File: config.mk
export PLATFORM = sky130hd
export DESIGN_NAME = uart_irq_ctrl
export DESIGN_NICKNAME = d
export VERILOG_FILES = /design/src/rtl/uart_irq_pkg.sv /design/src/rtl/uart_irq_enreg.sv /design/src/rtl/uart_irq_rise.sv /design/src/rtl/uart_irq_sticky.sv /design/src/rtl/uart_irq_ctrl.sv
export SDC_FILE = /design/constraint.sdc
export NUM_CORES = 1
export LEC_CHECK = 0
export BUFFER_PORTS_ARGS = -buffer_cell sky130_fd_sc_hd__buf_2
export CORE_ASPECT_RATIO = 0.8
export CORE_MARGIN = 3
export CORE_UTILIZATION = 38
export CTS_CLUSTER_DIAMETER = 100
export DETAILED_ROUTE_END_ITERATION = 16
export GPL_TIMING_DRIVEN = 0
export PLACE_DENSITY = 0.75
export SKIP_LAST_GASP = 1
export SYNTH_ARGS = -nofsm -noshare
export SYNTH_HDL_FRONTEND = slang
export SYNTH_SLANG_ARGS = --single-unit
File: constraint.sdc
create_clock -name clk -period 0.82 [get_ports clk]
set_clock_uncertainty 0.15 [all_clocks]
set_input_delay 0.164 -clock clk [delete_from_list [all_inputs] [get_ports clk]]
set_output_delay 0.164 -clock clk [all_outputs]
set_load 0.01 [all_outputs]
File: src/rtl/uart_irq_pkg.sv
package uart_irq_pkg;
  localparam int IER_W     = 8;
  localparam int MSR_W     = 4;
  localparam int N_EVT     = 3;
  // enable bit positions
  localparam int B_RX      = 0;
  localparam int B_THR     = 1;
  localparam int B_LINE    = 2;
  localparam int B_MODEM   = 3;
  localparam int B_SLEEP   = 4;
  localparam int B_XOFF    = 5;
  localparam int B_RTS     = 6;
  localparam int B_CTS     = 7;
  // pending flag positions
  localparam int E_XOFF    = 0;
  localparam int E_RTS     = 1;
  localparam int E_CTS     = 2;
endpackage

File: src/rtl/uart_irq_enreg.sv
module uart_irq_enreg #(
  parameter int W = 8
) (
  input  logic         clk,
  input  logic         rst,
  input  logic         wr,
  input  logic [W-1:0] wdata,
  output logic [W-1:0] q
);
  always_ff @(posedge clk) begin
    if (rst)     q <= '0;
    else if (wr) q <= wdata;
  end

  a_r2_write_lands: assert property (@(posedge clk) disable iff (rst)
    wr |=> q == $past(wdata));
  a_r2_holds: assert property (@(posedge clk) disable iff (rst)
    !wr |=> $stable(q));
  a_r1_reset_clear: assert property (@(posedge clk)
    rst |=> q == '0);
endmodule

File: src/rtl/uart_irq_rise.sv
module uart_irq_rise #(
  parameter int STAGES = 2
) (
  input  logic clk,
  input  logic rst,
  input  logic pin,
  output logic rise
);
  logic [STAGES-1:0] sync_q;
  logic              prev_q;

  always_ff @(posedge clk) begin
    if (rst) sync_q[0] <= 1'b0;
    else     sync_q[0] <= pin;
  end

  for (genvar s = 1; s < STAGES; s++) begin : g_sync
    always_ff @(posedge clk) begin
      if (rst) sync_q[s] <= 1'b0;
      else     sync_q[s] <= sync_q[s-1];
    end
  end

  always_ff @(posedge clk) begin
    if (rst) prev_q <= 1'b0;
    else     prev_q <= sync_q[STAGES-1];
  end

  assign rise = sync_q[STAGES-1] & ~prev_q;

  a_r6_single_pulse: assert property (@(posedge clk) disable iff (rst)
    rise |=> !rise);
endmodule

File: src/rtl/uart_irq_sticky.sv
module uart_irq_sticky #(
  parameter int N = 3
) (
  input  logic         clk,
  input  logic         rst,
  input  logic [N-1:0] evt,
  input  logic         clr,
  output logic [N-1:0] pend
);
  for (genvar i = 0; i < N; i++) begin : g_flag
    always_ff @(posedge clk) begin
      if (rst)         pend[i] <= 1'b0;
      else if (evt[i]) pend[i] <= 1'b1;
      else if (clr)    pend[i] <= 1'b0;
    end

    a_r7_event_sets: assert property (@(posedge clk) disable iff (rst)
      evt[i] |=> pend[i]);
    a_r7_read_clears: assert property (@(posedge clk) disable iff (rst)
      (clr && !evt[i]) |=> !pend[i]);
    a_r7_sticky: assert property (@(posedge clk) disable iff (rst)
      (!clr && !evt[i]) |=> pend[i] == $past(pend[i]));
  end
endmodule

File: src/rtl/uart_irq_ctrl.sv
module uart_irq_ctrl
  import uart_irq_pkg::*;
#(
  parameter int SYNC_STAGES = 2
) (
  input  logic             clk,
  input  logic             rst,
  input  logic             host_wr,
  input  logic [IER_W-1:0] host_wdata,
  input  logic             host_stat_rd,
  output logic [IER_W-1:0] ier_rd,
  output logic             sleep_en,
  input  logic             rx_ready,
  input  logic             thr_empty,
  input  logic             line_err,
  input  logic [MSR_W-1:0] msr_delta,
  input  logic             xoff_rcvd,
  input  logic             cts_pin,
  input  logic             rts_pin,
  output logic             irq
);
  logic [IER_W-1:0] ier_q;
  logic [N_EVT-1:0] evt;
  logic [N_EVT-1:0] pend;
  logic [IER_W-1:0] src;
  logic             cts_rise, rts_rise;

  uart_irq_enreg #(.W(IER_W)) i_enreg (
    .clk(clk), .rst(rst), .wr(host_wr), .wdata(host_wdata), .q(ier_q)
  );

  uart_irq_rise #(.STAGES(SYNC_STAGES)) i_cts_rise (
    .clk(clk), .rst(rst), .pin(cts_pin), .rise(cts_rise)
  );
  uart_irq_rise #(.STAGES(SYNC_STAGES)) i_rts_rise (
    .clk(clk), .rst(rst), .pin(rts_pin), .rise(rts_rise)
  );

  always_comb begin
    evt         = '0;
    evt[E_XOFF] = xoff_rcvd;
    evt[E_RTS]  = rts_rise;
    evt[E_CTS]  = cts_rise;
  end

  uart_irq_sticky #(.N(N_EVT)) i_sticky (
    .clk(clk), .rst(rst), .evt(evt), .clr(host_stat_rd), .pend(pend)
  );

  always_comb begin
    src          = '0;
    src[B_RX]    = rx_ready;
    src[B_THR]   = thr_empty;
    src[B_LINE]  = line_err;
    src[B_MODEM] = |msr_delta;
    src[B_XOFF]  = pend[E_XOFF];
    src[B_RTS]   = pend[E_RTS];
    src[B_CTS]   = pend[E_CTS];
  end

  always_ff @(posedge clk) begin
    if (rst) irq <= 1'b0;
    else     irq <= |(src & ier_q);
  end

  assign ier_rd   = ier_q;
  assign sleep_en = ier_q[B_SLEEP];

  a_r9_sleep_no_irq: assert property (@(posedge clk) disable iff (rst)
    (ier_q == IER_W'(1 << B_SLEEP)) |=> !irq);
  a_r9_all_masked: assert property (@(posedge clk) disable iff (rst)
    (ier_q == '0) |=> !irq);
  a_r1_irq_reset: assert property (@(posedge clk)
    rst |=> !irq);
endmodule

==> results by group <==
Worst setup path
  – RR Startpoint: i_enreg.q[5]$_SDFFE_PP0P_
  – Critical path's slowest cell: dfxtp_2
  – CP required: 0.51 ns
  – Worst r2r dst: irq$_SDFF_PP0_
  – Crit-path max cell delay: 0.35 ns
  – Reg2reg setup slack: -0.23 ns
  – Critical Path AT: 0.86 ns
  – CP startpoint kind: register
  – Reg2reg path depth: 3
  – Worst Setup EP: ier_rd[4]
  – Delay-heaviest family, CP: flip-flops
  – Worst-path cell chain: buf_6, buf_6
  – WP depth: 2
  – Buf+Inv Stages, Crit Path: 2
  – Critical path class: reg -> out
  – Crit path from: i_enreg.q[4]$_SDFFE_PP0P_
  – CP Max Fanout: 3
  – Worst setup EP type: primary output
  – CP most frequent cell: buf_6

Power and ir drop
  – Lkg Pwr: 0.467 nW
  – Power density over cell area: 1680 mW/mm^2
  – Max VDD drop: 0.00122 V
  – Pwr Total: 1.68 mW

Min path
  – Hold WC Path Type: in -> reg
  – Hold wc startpoint: cts_pin

Layout
  – Layout cells sized above 1: 58.2%
  – Diode count: 0
  – Fillers: 110
  – Layout area overhead: 57.6%
  – # nets final: 122

Timing
  – Fin crit share: 143%
  – Final Hold Fails: 6
  – Worst slew margin: 83.7%
  – Max-slew violations: 0
  – Worst-Margin Slew: 0.242 ns
  – Fin worst setup slack: -0.350 ns
  – Peak Freq: 0.855 GHz
  – Post-route minimum period: 1.17 ns
  – Final setup viols: 19
  – Min Hold Slack: -0.0647 ns
  – RSZ-0062 raised after global routing: yes

Die
  – Core Region: 0.00149 mm^2
  – Die height: 42.6 um
  – Top Ports: 32
  – Initial core utilization: 42.8%
  – Chip width: 51.8 um
  – Die Area: 0.00221 mm^2
  – Rows: 12

Logic synthesis
  – Synth Warn #: 0
  – Largest cells by area after synthesis: dfxtp_1 (57%), mux2i_1 (13%), nor2b_1 (5.9%)
  – Yosys top cell area share: 56.6%
  – Fraction of registers with async set/reset: 0%
  – Top-count cell post-synth: dfxtp_1
  – EDFF count, synth: 0
  – Synthesized flop and latch total: 18
  – Synth Net Count: 80
  – Post-synth top cells: dfxtp_1 (18), mux2i_1 (8), nor2_1 (8), nor2b_1 (6), nand2b_1 (5)
  – Synthesized area: 637 um^2
  – Most used DFF post-synth: dfxtp_1
  – Post-synthesis instance total: 58
  – Avg Inst Size Synth: 11.0 um^2
  – Cell accounting for the most synthesized area: dfxtp_1
  – Synth cell types: 13
  – Sequential area share after synthesis: 56.6%

Clock network
  – Worst-Skew Late Latency: 0.29 ns
  – CTS tree: done
  – Cts bufs inserted: 3
  – Clock-pin slew on the worst setup and hold paths: 0.10 ns
  – Clk buf depth: 2
  – Clock sinks: 18
  – H-tree depth: 1
  – CTS root buffer: clkbuf_4

Place
  – Worst slack, placed: -0.222 ns
  – Dpl hpwl: 874 um
  – I/O Buffers: 29
  – Final Wtd Congestion: 0.691

Drt
  – Via/cell ratio: 4.73
  – Residual DRC count: 0
  – Routed Antenna Nets: 0
  – Final wirelength: 1.80 mm
  – DR vias: 563
  – Post-DR wirelength/cell: 15.1 um
  – DRT iter0 DRCs: 8
  – Drt pass-1 iters: 4

GRT
  – Pin count of the biggest net entering global routing: 11
  – First-pass GRT wire length: 2.37 mm
  – Congestion Overflow GR: 0
  – Initial antenna violation count: 0
  – GRT Total Usage: 15.4%
  – Vias in the first global route: 523

Job
  – Number of max-cap violations: 0

Status
  – Violated checks: negative hold slack, negative setup slack
  – Outcome: finished with violations
==> power breakdown <==
group	total [mW]	internal (mW)	switching (mW)
Sequential	0.960	0.927	0.0332
Combinational	0.301	0.182	0.119
Clock	0.423	0.171	0.252
Total	1.68	1.28	0.404
==> per-layer routing <==
metal / vias up / wire length (um) / part of all wire, % / track usage [%]
met1: 251 / 708 / 39 / 15.4
li1: 273 / - / - / -
met2: 30 / 864 / 48 / 26.4
met5: - / 0 / 0 / 0
met3: 9 / 148 / 8.2 / 8.19
met4: 0 / 74 / 4.1 / 6.28
==> how the worst min path moves through the flow <==
stage | cells after the start | slack, ns | end
floorplan | 1 | 0.14 | i_cts_rise.sync_q[0]$_SDFF_PP0_
global placement | 2 | 0.22 | i_cts_rise.sync_q[0]$_SDFF_PP0_
detailed placement | 2 | 0.23 | i_cts_rise.sync_q[0]$_SDFF_PP0_
CTS | 2 | -0.08 | i_cts_rise.sync_q[0]$_SDFF_PP0_
global route | 3 | -0.06 | i_sticky.pend[0]$_SDFFE_PP0P_
finish | 2 | -0.06 | i_cts_rise.sync_q[0]$_SDFF_PP0_
==> cell families after synthesis <==
group / after synthesis / synth area share, %
buf+inv: 5 / 5.50
simple gates: 19 / 15.5
mux: 8 / 12.6
compound gates: 8 / 9.82
flops: 18 / 56.6
==> layout by cell type (no fill, tap or decap) <==
cell | netlist | routed
buf_6 | 1 | 18
mux2i_1 | 8 | 8
buf_4 | 2 | 2
nor2b_1 | 6 | 6
dfxtp_1 | 18 | 9
dfxtp_2 | 0 | 9
a22oi_2 | 0 | 3
buf_2 | 0 | 20
clkbuf_4 | 0 | 3
inv_1 | 1 | 1
nor2_1 | 8 | 8
o41ai_2 | 1 | 1
a21oi_1 | 3 | 3
clkbuf_2 | 1 | 1
nand2b_1 | 5 | 5
a41oi_1 | 1 | 1
==> what timing repair did <==
item / 4_1_cts / 5_1_grt
hold endpoints to repair: 11 / 7
gates resized for setup: 18 / 9
pin swaps: 2 / 8
setup endpoints to repair: 11 / 19
buffers inserted: 7 / 1
==> through the flow <==
| stage | TNS (ns) | cells | area [um^2] | utilization, % |
|---|---|---|---|---|
| 2_1_floorplan | -0.0717 | 58 | 639 | - |
| 3_3_place_gp | -0.426 | 108 | 811 | 54.5 |
| 3_5_place_dp | -0.559 | 108 | 811 | 54.5 |
| 4_1_cts | -3.18 | 118 | 962 | 64.7 |
| 5_1_grt | -4.26 | 119 | 1000 | 67.5 |
| 6_report | -3.64 | 119 | 1000 | 67.5 |
==> sequential cells by signal, summed over array words and instances (netlist names) <==
register,count
i_enreg.q,8
i_sticky.pend,3
i_cts_rise.sync_q,2
i_rts_rise.sync_q,2
i_cts_rise.prev_q,1
i_rts_rise.prev_q,1
irq,1
==> cell type report <==
cell class | count | area (um^2) | share of cell area [%]
inverters | 1 | 3.75 | 0.374
repair buffers | 37 | 288 | 28.7
flip-flops and latches | 18 | 372 | 37.0
multi-input cells | 35 | 256 | 25.6
well taps | 21 | 26.3 | 2.62
plain buffers | 4 | 35.0 | 3.49
clock buffers | 3 | 22.5 | 2.24
No activity file was read; power rests on OpenSTA's default activity.
